[config.mk]
export PLATFORM = sky130hd
export DESIGN_NAME = dpll_hold_ctrl
export DESIGN_NICKNAME = d
export VERILOG_FILES = /design/src/rtl/dpll_hold_pkg.sv /design/src/rtl/dpll_lock_qual.sv /design/src/rtl/dpll_state_fsm.sv /design/src/rtl/dpll_hold_word.sv /design/src/rtl/dpll_hold_ctrl.sv
export SDC_FILE = /design/constraint.sdc
export NUM_CORES = 1
export LEC_CHECK = 0
export ABC_AREA = 0
export BUFFER_PORTS_ARGS = -buffer_cell sky130_fd_sc_hd__buf_2
export CAP_MARGIN = 20
export CORE_ASPECT_RATIO = 1.4
export CORE_UTILIZATION = 51
export DETAILED_ROUTE_END_ITERATION = 8
export GPL_TIMING_DRIVEN = 0
export PLACE_DENSITY_LB_ADDON = 0.05
export SYNTH_ARGS = -nofsm -noshare
export SYNTH_HDL_FRONTEND = slang
export SYNTH_HIERARCHICAL = 1
export SYNTH_SLANG_ARGS = --single-unit
[constraint.sdc]
create_clock -name clk -period 6.5 [get_ports clk]
set_input_delay 0.975 -clock clk [delete_from_list [all_inputs] [get_ports clk]]
set_output_delay 0.975 -clock clk [all_outputs]
set_load 0.01 [all_outputs]
[src/rtl/dpll_hold_pkg.sv]
package dpll_hold_pkg;
    typedef enum logic [1:0] {
        ST_FREE = 2'd0,
        ST_ACQ  = 2'd1,
        ST_LOCK = 2'd2,
        ST_HOLD = 2'd3
    } dpll_state_t;
endpackage

[src/rtl/dpll_lock_qual.sv]
module dpll_lock_qual #(
    parameter int LOCK_QUAL = 8
) (
    input  logic clk,
    input  logic rst_n,
    input  logic in_acq,
    input  logic restart,
    input  logic raw_plock,
    output logic qualified
);
    localparam int CW = $clog2(LOCK_QUAL + 1);
    localparam logic [CW-1:0] LAST = CW'(LOCK_QUAL - 1);
    localparam logic [CW-1:0] TOP  = CW'(LOCK_QUAL);

    logic [CW-1:0] run_q;
    logic          counting;

    assign counting  = in_acq && raw_plock && !restart;
    assign qualified = counting && (run_q == LAST);

    always_ff @(posedge clk or negedge rst_n) begin
        if (!rst_n) begin
            run_q <= '0;
        end else if (!counting) begin
            run_q <= '0;
        end else if (run_q != TOP) begin
            run_q <= run_q + 1'b1;
        end
    end

    // the run length never passes the qualification count
    p_run_bound_r3: assert property (@(posedge clk) disable iff (!rst_n)
        run_q <= TOP);
endmodule

[src/rtl/dpll_state_fsm.sv]
module dpll_state_fsm
    import dpll_hold_pkg::*;
(
    input  logic        clk,
    input  logic        rst_n,
    input  logic        ref_lost,
    input  logic        ref_avail,
    input  logic        raw_plock,
    input  logic        raw_flock,
    input  logic        qualified,
    output dpll_state_t state_q,
    output logic        enter_hold,
    output logic        leave_hold,
    output logic        lopl_q,
    output logic        lofl_q
);
    dpll_state_t state_nx;
    logic        orphaned;

    assign orphaned = ref_lost && !ref_avail;

    always_comb begin
        state_nx = state_q;
        unique case (state_q)
            ST_FREE: if (ref_avail) state_nx = ST_ACQ;
            ST_ACQ: begin
                if (orphaned)       state_nx = ST_HOLD;
                else if (ref_lost)  state_nx = ST_ACQ;
                else if (qualified) state_nx = ST_LOCK;
            end
            ST_LOCK: begin
                if (orphaned)                   state_nx = ST_HOLD;
                else if (ref_lost || !raw_plock) state_nx = ST_ACQ;
            end
            ST_HOLD: if (ref_avail) state_nx = ST_ACQ;
        endcase
    end

    assign enter_hold = (state_nx == ST_HOLD) && (state_q != ST_HOLD);
    assign leave_hold = (state_q == ST_HOLD) && ref_avail;

    always_ff @(posedge clk or negedge rst_n) begin
        if (!rst_n) state_q <= ST_FREE;
        else        state_q <= state_nx;
    end

    always_ff @(posedge clk or negedge rst_n) begin
        if (!rst_n) begin
            lopl_q <= 1'b1;
            lofl_q <= 1'b1;
        end else begin
            lopl_q <= (state_nx != ST_LOCK);
            if (state_nx == ST_ACQ || state_nx == ST_LOCK) lofl_q <= !raw_flock;
        end
    end

    // an orphaned reference in acquisition or locked leads to holdover
    p_hold_entry_r4: assert property (@(posedge clk) disable iff (!rst_n)
        ((state_q == ST_ACQ || state_q == ST_LOCK) && ref_lost && !ref_avail)
        |=> state_q == ST_HOLD);
    // locked is reached only through a qualified acquisition cycle
    p_lock_needs_qual_r3: assert property (@(posedge clk) disable iff (!rst_n)
        (state_q == ST_ACQ && !qualified) |=> state_q != ST_LOCK);
    // phase-loss flag tracks the locked state
    p_lopl_track_r7: assert property (@(posedge clk) disable iff (!rst_n)
        lopl_q == (state_q != ST_LOCK));
    // frequency-loss flag frozen while holdover continues
    p_lofl_frozen_r8: assert property (@(posedge clk) disable iff (!rst_n)
        (state_q == ST_HOLD) |=> (state_q != ST_HOLD || $stable(lofl_q)));
    // preset only on the way out of holdover
    p_preset_exit_r9: assert property (@(posedge clk) disable iff (!rst_n)
        leave_hold |=> state_q == ST_ACQ);
endmodule

[src/rtl/dpll_hold_word.sv]
module dpll_hold_word
    import dpll_hold_pkg::*;
#(
    parameter int              TW_W    = 40,
    parameter logic [TW_W-1:0] NOMINAL = '0
) (
    input  logic            clk,
    input  logic            rst_n,
    input  dpll_state_t     state_q,
    input  logic            enter_hold,
    input  logic            hist_en,
    input  logic            hist_valid,
    input  logic [TW_W-1:0] hist_word,
    input  logic [TW_W-1:0] free_word,
    input  logic [TW_W-1:0] loop_word,
    output logic [TW_W-1:0] tune_word,
    output logic            from_hist
);
    logic [TW_W-1:0] free_tw;
    logic [TW_W-1:0] held_q;
    logic            use_hist;

    assign free_tw  = NOMINAL + free_word;
    assign use_hist = hist_en && hist_valid;

    always_ff @(posedge clk or negedge rst_n) begin
        if (!rst_n) begin
            held_q    <= '0;
            from_hist <= 1'b0;
        end else if (enter_hold) begin
            held_q    <= use_hist ? hist_word : free_tw;
            from_hist <= use_hist;
        end
    end

    always_comb begin
        unique case (state_q)
            ST_FREE:         tune_word = free_tw;
            ST_ACQ, ST_LOCK: tune_word = loop_word;
            ST_HOLD:         tune_word = held_q;
        endcase
    end

    // the word is kept for as long as holdover lasts
    p_word_kept_r6: assert property (@(posedge clk) disable iff (!rst_n)
        (state_q == ST_HOLD) |=> (state_q != ST_HOLD || $stable(tune_word)));
    // a valid enabled history at entry selects the history source
    p_src_hist_r5: assert property (@(posedge clk) disable iff (!rst_n)
        (enter_hold && use_hist) |=> from_hist);
endmodule

[src/rtl/dpll_hold_ctrl.sv]
module dpll_hold_ctrl
    import dpll_hold_pkg::*;
#(
    parameter int              TW_W      = 40,
    parameter int              LOCK_QUAL = 8,
    parameter logic [TW_W-1:0] NOMINAL   = TW_W'(64'h0000_0080_0000_0000)
) (
    input  logic            clk,
    input  logic            rst_n,
    input  logic            ref_lost_i,
    input  logic            ref_avail_i,
    input  logic            hist_en_i,
    input  logic            hist_valid_i,
    input  logic [TW_W-1:0] hist_word_i,
    input  logic [TW_W-1:0] free_word_i,
    input  logic [TW_W-1:0] loop_word_i,
    input  logic            raw_plock_i,
    input  logic            raw_flock_i,
    output logic [1:0]      state_o,
    output logic [TW_W-1:0] tune_word_o,
    output logic            loop_preset_o,
    output logic            hold_from_hist_o,
    output logic            phase_unlock_o,
    output logic            freq_unlock_o
);
    dpll_state_t state_q;
    logic        qualified;
    logic        enter_hold;
    logic        leave_hold;

    dpll_lock_qual #(.LOCK_QUAL(LOCK_QUAL)) qual_i (
        .clk       (clk),
        .rst_n     (rst_n),
        .in_acq    (state_q == ST_ACQ),
        .restart   (ref_lost_i),
        .raw_plock (raw_plock_i),
        .qualified (qualified)
    );

    dpll_state_fsm fsm_i (
        .clk        (clk),
        .rst_n      (rst_n),
        .ref_lost   (ref_lost_i),
        .ref_avail  (ref_avail_i),
        .raw_plock  (raw_plock_i),
        .raw_flock  (raw_flock_i),
        .qualified  (qualified),
        .state_q    (state_q),
        .enter_hold (enter_hold),
        .leave_hold (leave_hold),
        .lopl_q     (phase_unlock_o),
        .lofl_q     (freq_unlock_o)
    );

    dpll_hold_word #(.TW_W(TW_W), .NOMINAL(NOMINAL)) word_i (
        .clk        (clk),
        .rst_n      (rst_n),
        .state_q    (state_q),
        .enter_hold (enter_hold),
        .hist_en    (hist_en_i),
        .hist_valid (hist_valid_i),
        .hist_word  (hist_word_i),
        .free_word  (free_word_i),
        .loop_word  (loop_word_i),
        .tune_word  (tune_word_o),
        .from_hist  (hold_from_hist_o)
    );

    assign state_o       = state_q;
    assign loop_preset_o = leave_hold;
endmodule

* Word level (Yosys, flattened, before mapping)
Cells that the tools add are included.
** Operators by class
- Add/sub/neg operators :: 2
- Multipliers :: 0
- Divide/modulo/power cells :: 0
- Magnitude comparators :: 0
- Equal/unequal tests :: 11
- Shift operators :: 0
- Mux-type cells :: 11
- Bitwise logic cells :: 0
- Reductions and logical operators :: 16
** Operator list (count)
- one-hot mux 40 bit (3 select lines) :: 1
- adder 40 bit, first input constant :: 1
- 2-to-1 mux 40 bit :: 1
- 2-to-1 mux 2 bit :: 6
- == test 2 bit, second input constant :: 4
- 2-to-1 mux 4 bit :: 2
- logical AND 1 bit :: 7
- != test 2 bit, second input constant :: 3
- one-hot mux 2 bit (3 select lines) :: 1
- adder 4 x 1 -> 4 bit, second input constant :: 1
- == test 2 x 1 -> 1 bit, second input constant :: 2
- == test 4 x 3 -> 1 bit, second input constant :: 1
- logical NOT 1 bit :: 4
- != test 4 bit, second input constant :: 1
- OR reduction 2 bit :: 2
- logical NOT 2 bit :: 1
- logical OR 1 bit :: 2
** Storage, ports and cells
- Flip-flop bits (word level) :: 49
- Bits in latches :: 0
- Bits in writable memories :: 0
- Bits in read-only memories :: 0
- Input bits :: 128
- Memories :: 0

* Longest topological paths before layout
- Word-level depth :: 10
- Gate-level depth with buffers :: 12
- Mapped depth without buffers :: 10

* Modules after synthesis
The synthesis kept the hierarchy.
** Modules (own cells, without submodules)
- dpll_hold_word :: instances 1, cells each 371, area each 2997.9 um^2, sequential area each 1026.0 um^2
- dpll_state_fsm :: instances 1, cells each 30, area each 295.3 um^2, sequential area each 102.6 um^2
- dpll_lock_qual :: instances 1, cells each 23, area each 235.2 um^2, sequential area each 100.1 um^2
- dpll_hold_ctrl :: instances 1, cells each 1, area each 13.8 um^2, sequential area each 0.0 um^2

* Worst setup path after synthesis
No wires, ideal clock.
- Kind :: input -> register
- Start :: input port ref_lost_i
- End :: register word_i.from_hist
- Setup time :: 0.128 ns
- Arrival time :: 2.614 ns
- Required time :: 6.372 ns
- Slack :: 3.758 ns
- Stages on the path :: 11
- Path buffers :: 2
- Path through :: nand3b_1 > nor3_1 > and2b_1 > nor3_1 > nor2_1 > ha_1 > nor2b_1 > buf_2 > buf_2 > nand3_1 > o21ai_0
** On the way
- Longest elaborated chain between the ends :: 9
- Elaborated cells on any way between the ends :: 13
** Ends and longest elaborated chain
- start, declared :: RTL line dpll_hold_ctrl.sv:10 : input logic ref_lost_i,
- logical NOT 1 bit :: RTL line dpll_lock_qual.sv:18 : assign counting = in_acq && raw_plock && !restart;
- logical AND 1 bit :: RTL line dpll_lock_qual.sv:18
- logical AND 1 bit :: RTL line dpll_lock_qual.sv:19 : assign qualified = counting && (run_q == LAST);
- via qualified :: RTL line dpll_hold_ctrl.sv:27 : logic qualified;
- 2-to-1 mux 2 bit :: RTL line dpll_state_fsm.sv:29 : else if (qualified) state_nx = ST_LOCK;
- 2-to-1 mux 2 bit :: RTL line dpll_state_fsm.sv:28 : else if (ref_lost) state_nx = ST_ACQ;
- 2-to-1 mux 2 bit :: RTL line dpll_state_fsm.sv:27 : if (orphaned) state_nx = ST_HOLD;
- one-hot mux 2 bit (3 select lines) :: RTL line dpll_state_fsm.sv:24 : unique case (state_q)
- == test 2 bit :: RTL line dpll_state_fsm.sv:39 : assign enter_hold = (state_nx == ST_HOLD) && (state_q != ST_HOLD);
- logical AND 1 bit :: RTL line dpll_state_fsm.sv:39
- via enter_hold :: RTL line dpll_hold_ctrl.sv:28 : logic enter_hold;
- end signal, assigned :: RTL line dpll_hold_word.sv:32 : from_hist <= use_hist;
- end, declared :: RTL line dpll_hold_word.sv:17 : output logic from_hist
The timed path passes the listed nets, and every way through them passes these cells.
A chain may end at the register's enable or synchronous reset.

* Final worst setup path
- Start :: register fsm_i.state_q[1]
- End :: output port tune_word_o[38]
** On the way
- Longest elaborated chain between the ends :: 3
- Elaborated cells on any way between the ends :: 6
** Ends and longest elaborated chain
- start, declared :: RTL line dpll_state_fsm.sv:11 : output dpll_state_t state_q,
- start signal, assigned :: RTL line dpll_state_fsm.sv:44 : else state_q <= state_nx;
- == test 2 x 1 -> 1 bit / == test 2 bit (equally long branches) :: RTL line dpll_hold_word.sv:37 : unique case (state_q)
- OR reduction 2 bit :: RTL line dpll_hold_word.sv:37
- one-hot mux 40 bit (3 select lines) * :: RTL line dpll_hold_word.sv:37
- end, declared :: RTL line dpll_hold_ctrl.sv:20 : output logic [TW_W-1:0] tune_word_o,
Mark *: on every way between the ends. The rest lies on a longest branch, timed or not.

==> impl_metrics.toml <==
[routing]
drt_iter0_markers = 220
first_pass_iters = 5
wl_per_cell_um = 15.50
dr_total_vias = 3974
ant_nets = 0
viasPerCell = 5.702
route.detailed.drc = 0
drt_wl_total_um = 10810

[die]
core_area_um2 = 6656
rows = 35
die_area_um2 = 7288
die_y_um = 100.6
initial_utilization = 0.5321
pin_count = 174
die_x_um = 72.44

[outcome]
status = "finished, final reports clean"

[pwr]
ir_drop_mv = 0.3035
p_comb_frac = 0.657
total_power_w = 0.002146
p_sw_w = 0.001036
intPower_w = 0.001110
swShare = 0.4827
powerDensity_nw_per_um2 = 465.0
seq_power_share = 0.261
p_clk_frac = 0.083
cellLeakagePower_nw = 2.342

[timing]
slew_violations = 0
hold_viol = 0
finClkSkew_ns = 0.004266
setup_viol = 0
rsz0062_at_grt = "no"
max_freq_mhz = 328.9
relSlewSlack = 0.6245
tightestPinTransition_ns = 0.5633
setup_slack_ns = 3.459
final.setup.tns_ns = 0
min_period_ns = 3.041
hold_slack_ns = 0.4742
period_share = 0.4678

[worst_setup_path]
r2r_slack_ns = 3.73
reg2reg_from = "fsm_i/state_q[0]$_DFF_PN0_"
path_cells = "inv_1, ha_1, buf_2, a22oi_1, o21ai_0, buf_2"
slowest_stage = "dfrtp_1"
worstPathArrival_ns = 2.07
max_stage_delay_ns = 0.58
timing.setup.critical_path_class = "reg -> out"
cp-end-kind = "output pin"
critPathLaunchType = "flip-flop"
cp_max_fo = 10
crit_family = "flip-flops"
ff2ff_path_depth = 12
critical_path_required_ns = 5.52
critPathBufInv = 3
crit_top_cell = "buf_2"
reg2reg_to = "word_i/held_q[0]$_DFFE_PN0P_"

[clock_network]
postCtsSetupBuffers = 0
root_buffer = "clkbuf_8"
cts_buffer_depth = 2
cts_made_buffers = 5
htreeDepth = 2
clkSlewWorstSetupHoldPaths_ns = 0.09
tritoncts = "done"
worstSkewPairLatency_ns = 0.30
ctsHoldBuffers = 0
cts_resized = 0
cts_sinks = 49

[grt]
grt_antenna_before_repair = 0
grt_pass1_wl_um = 16840
track_usage = 0.2915
overflow = 0
grt_max_degree = 28
first_global_vias = 3653

[run]
drv_cap = 0

[finish]
diodes = 0
final_nets = 740
fill_cells = 579
syn_to_final_growth_pct = 30.31
layout-drive-gt1-share = 0.3719

[logic_synthesis]
synth_fp_nets = 561
async_flop_share = 1.000
synthesis.area_um2 = 3542
ys_ff_latch = 49
synth_cell_types = 39
ys_seq_area_frac = 0.3469
synth_ff_type = "dfrtp_1"
synth-edff-count = 0
avgSynthCellArea_um2 = 8.334
ys_warn_count = 6
synthCells = 425

[min_path]
hp-class = "reg -> reg"
holdPathStages = 2
holdPathEnd = "fsm_i/lofl_q$_DFFE_PN1P_"
worstHoldStart = "fsm_i/lofl_q$_DFFE_PN1P_"

[placed_design]
post-place-ws_ns = 3.298
gp_congestion = 0.8533
place_hpwl_um = 8182
portBuffers = 171
==> worst register-to-register path: stages (launching register included) <==
cell and delay (ns):
dfrtp_1 0.53, nor2b_4 0.20, nand3b_1 0.18, nor3_1 0.26, and2b_1 0.21, nor3_1 0.30
nor2_1 0.09, ha_1 0.20, nor2b_1 0.12, buf_2 0.18, buf_2 0.20, nor2_1 0.11
a31oi_1 0.05
==> worst max-delay path by stage <==
stage                                     from                             to  slack (ns)  depth (start not counted)
floorplan                           ref_lost_i   word_i/from_hist$_DFFE_PN0P_        3.76                         11
global placement                    ref_lost_i  word_i/held_q[33]$_DFFE_PN0P_        3.36                         12
detailed placement                  ref_lost_i  word_i/held_q[31]$_DFFE_PN0P_        3.30                         12
CTS                 fsm_i/state_q[1]$_DFF_PN0_                tune_word_o[38]        3.47                          6
global route        fsm_i/state_q[1]$_DFF_PN0_                 tune_word_o[4]        3.31                          7
finish              fsm_i/state_q[1]$_DFF_PN0_                tune_word_o[38]        3.46                          6
==> state kept, by name, indices dropped and copies added, names as in the netlist <==
register	flops
word_i/held_q	40
qual_i/run_q	4
fsm_i/state_q	2
fsm_i/lofl_q	1
fsm_i/lopl_q	1
word_i/from_hist	1
==> layout by cell type (no fill, tap or decap), drive strengths merged <==
cell / count
nand2b: 1
nand3b: 5
nor2b: 2
clkinv: 2
buf: 209
or3b: 1
dfrtp: 47
a31oi: 40
dfstp: 2
a22oi: 39
nor2: 45
o21ai: 40
inv: 9
ha: 8
o221ai: 1
o21a: 2
xor2: 1
xnor2: 1
a221oi: 1
nand4b: 1
and2: 1
nand3: 42
clkbuf: 13
nand2: 41
a211oi: 1
nand4: 1
mux2i: 2
a21bo: 39
nor3: 3
a21o: 1
a21oi: 3
and2b: 1
==> cell type report <==
class,instances,area [µm²],share of cell area
clock buffer,6,72.57,0.01572
clock inverter,2,10.01,0.002169
sequential,49,1229,0.2662
buffer,44,279.0,0.06045
inverter,9,33.78,0.007319
timing repair buffer,172,875.8,0.1898
multi-input combinational,323,2001,0.4335
tap,92,115.1,0.02494
==> layer usage <==
layer / track usage / part of all wire / vias to the layer above
met2: 0.5219 / 0.52 / 194
met4: 0.07994 / 0.017 / 0
met5: 0 / 0 / -
li1: - / - / 1900
met3: 0.04000 / 0.064 / 18
met1: 0.3620 / 0.40 / 1862
==> cells by family after synthesis <==
| logic type | share of synthesized area |
|---|---|
| AO/OA/AOI/OAI | 0.3391 |
| AND/OR/NAND/NOR | 0.1869 |
| buffers and inverters | 0.08831 |
| flip-flops | 0.3469 |
| adder cells (fa/ha/maj) | 0.02826 |
| XOR/XNOR | 0.004946 |
| multiplexers | 0.005652 |
==> cell usage after synthesis (2+ instances only) <==
cell	n	area, µm²
dfrtp_1	47	1176
nor2_1	45	168.9
nand3_1	42	210.2
nand2_1	41	153.9
a31oi_1	40	250.2
a22oi_1	39	292.8
o21ai_0	39	195.2
a21bo_1	38	380.4
buf_2	27	135.1
buf_6	9	101.4
inv_1	9	33.78
ha_1	8	100.1
clkbuf_1	4	15.01
nand3b_1	4	30.03
a21oi_1	3	15.01
nor3_1	3	15.01
clkbuf_4	2	15.01
dfstp_2	2	52.55
mux2i_1	2	20.02
o21a_1	2	15.01
==> through the flow <==
| step | utilization | area, µm² | cells |
|---|---|---|---|
| after floorplan | - | 3542 | 425 |
| after global placement | 0.6780 | 4513 | 688 |
| after detailed placement | 0.6810 | 4533 | 689 |
| after CTS | 0.6934 | 4616 | 697 |
| after global routing | 0.6934 | 4616 | 697 |
| final | 0.6934 | 4616 | 697 |
==> power by group through the flow <==
stage | clock (W) | combinational, W | sequential [W]
3_5_place_dp | 0 | 0.00141 | 0.000561
5_1_grt | 0.000196 | 0.00157 | 0.000574
2_1_floorplan | 0 | 0.000930 | 0.000538
6_report | 0.000177 | 0.00141 | 0.000560
3_3_place_gp | 0 | 0.00137 | 0.000558
4_1_cts | 0.000183 | 0.00141 | 0.000557
(Power assumes the default switching activity.)
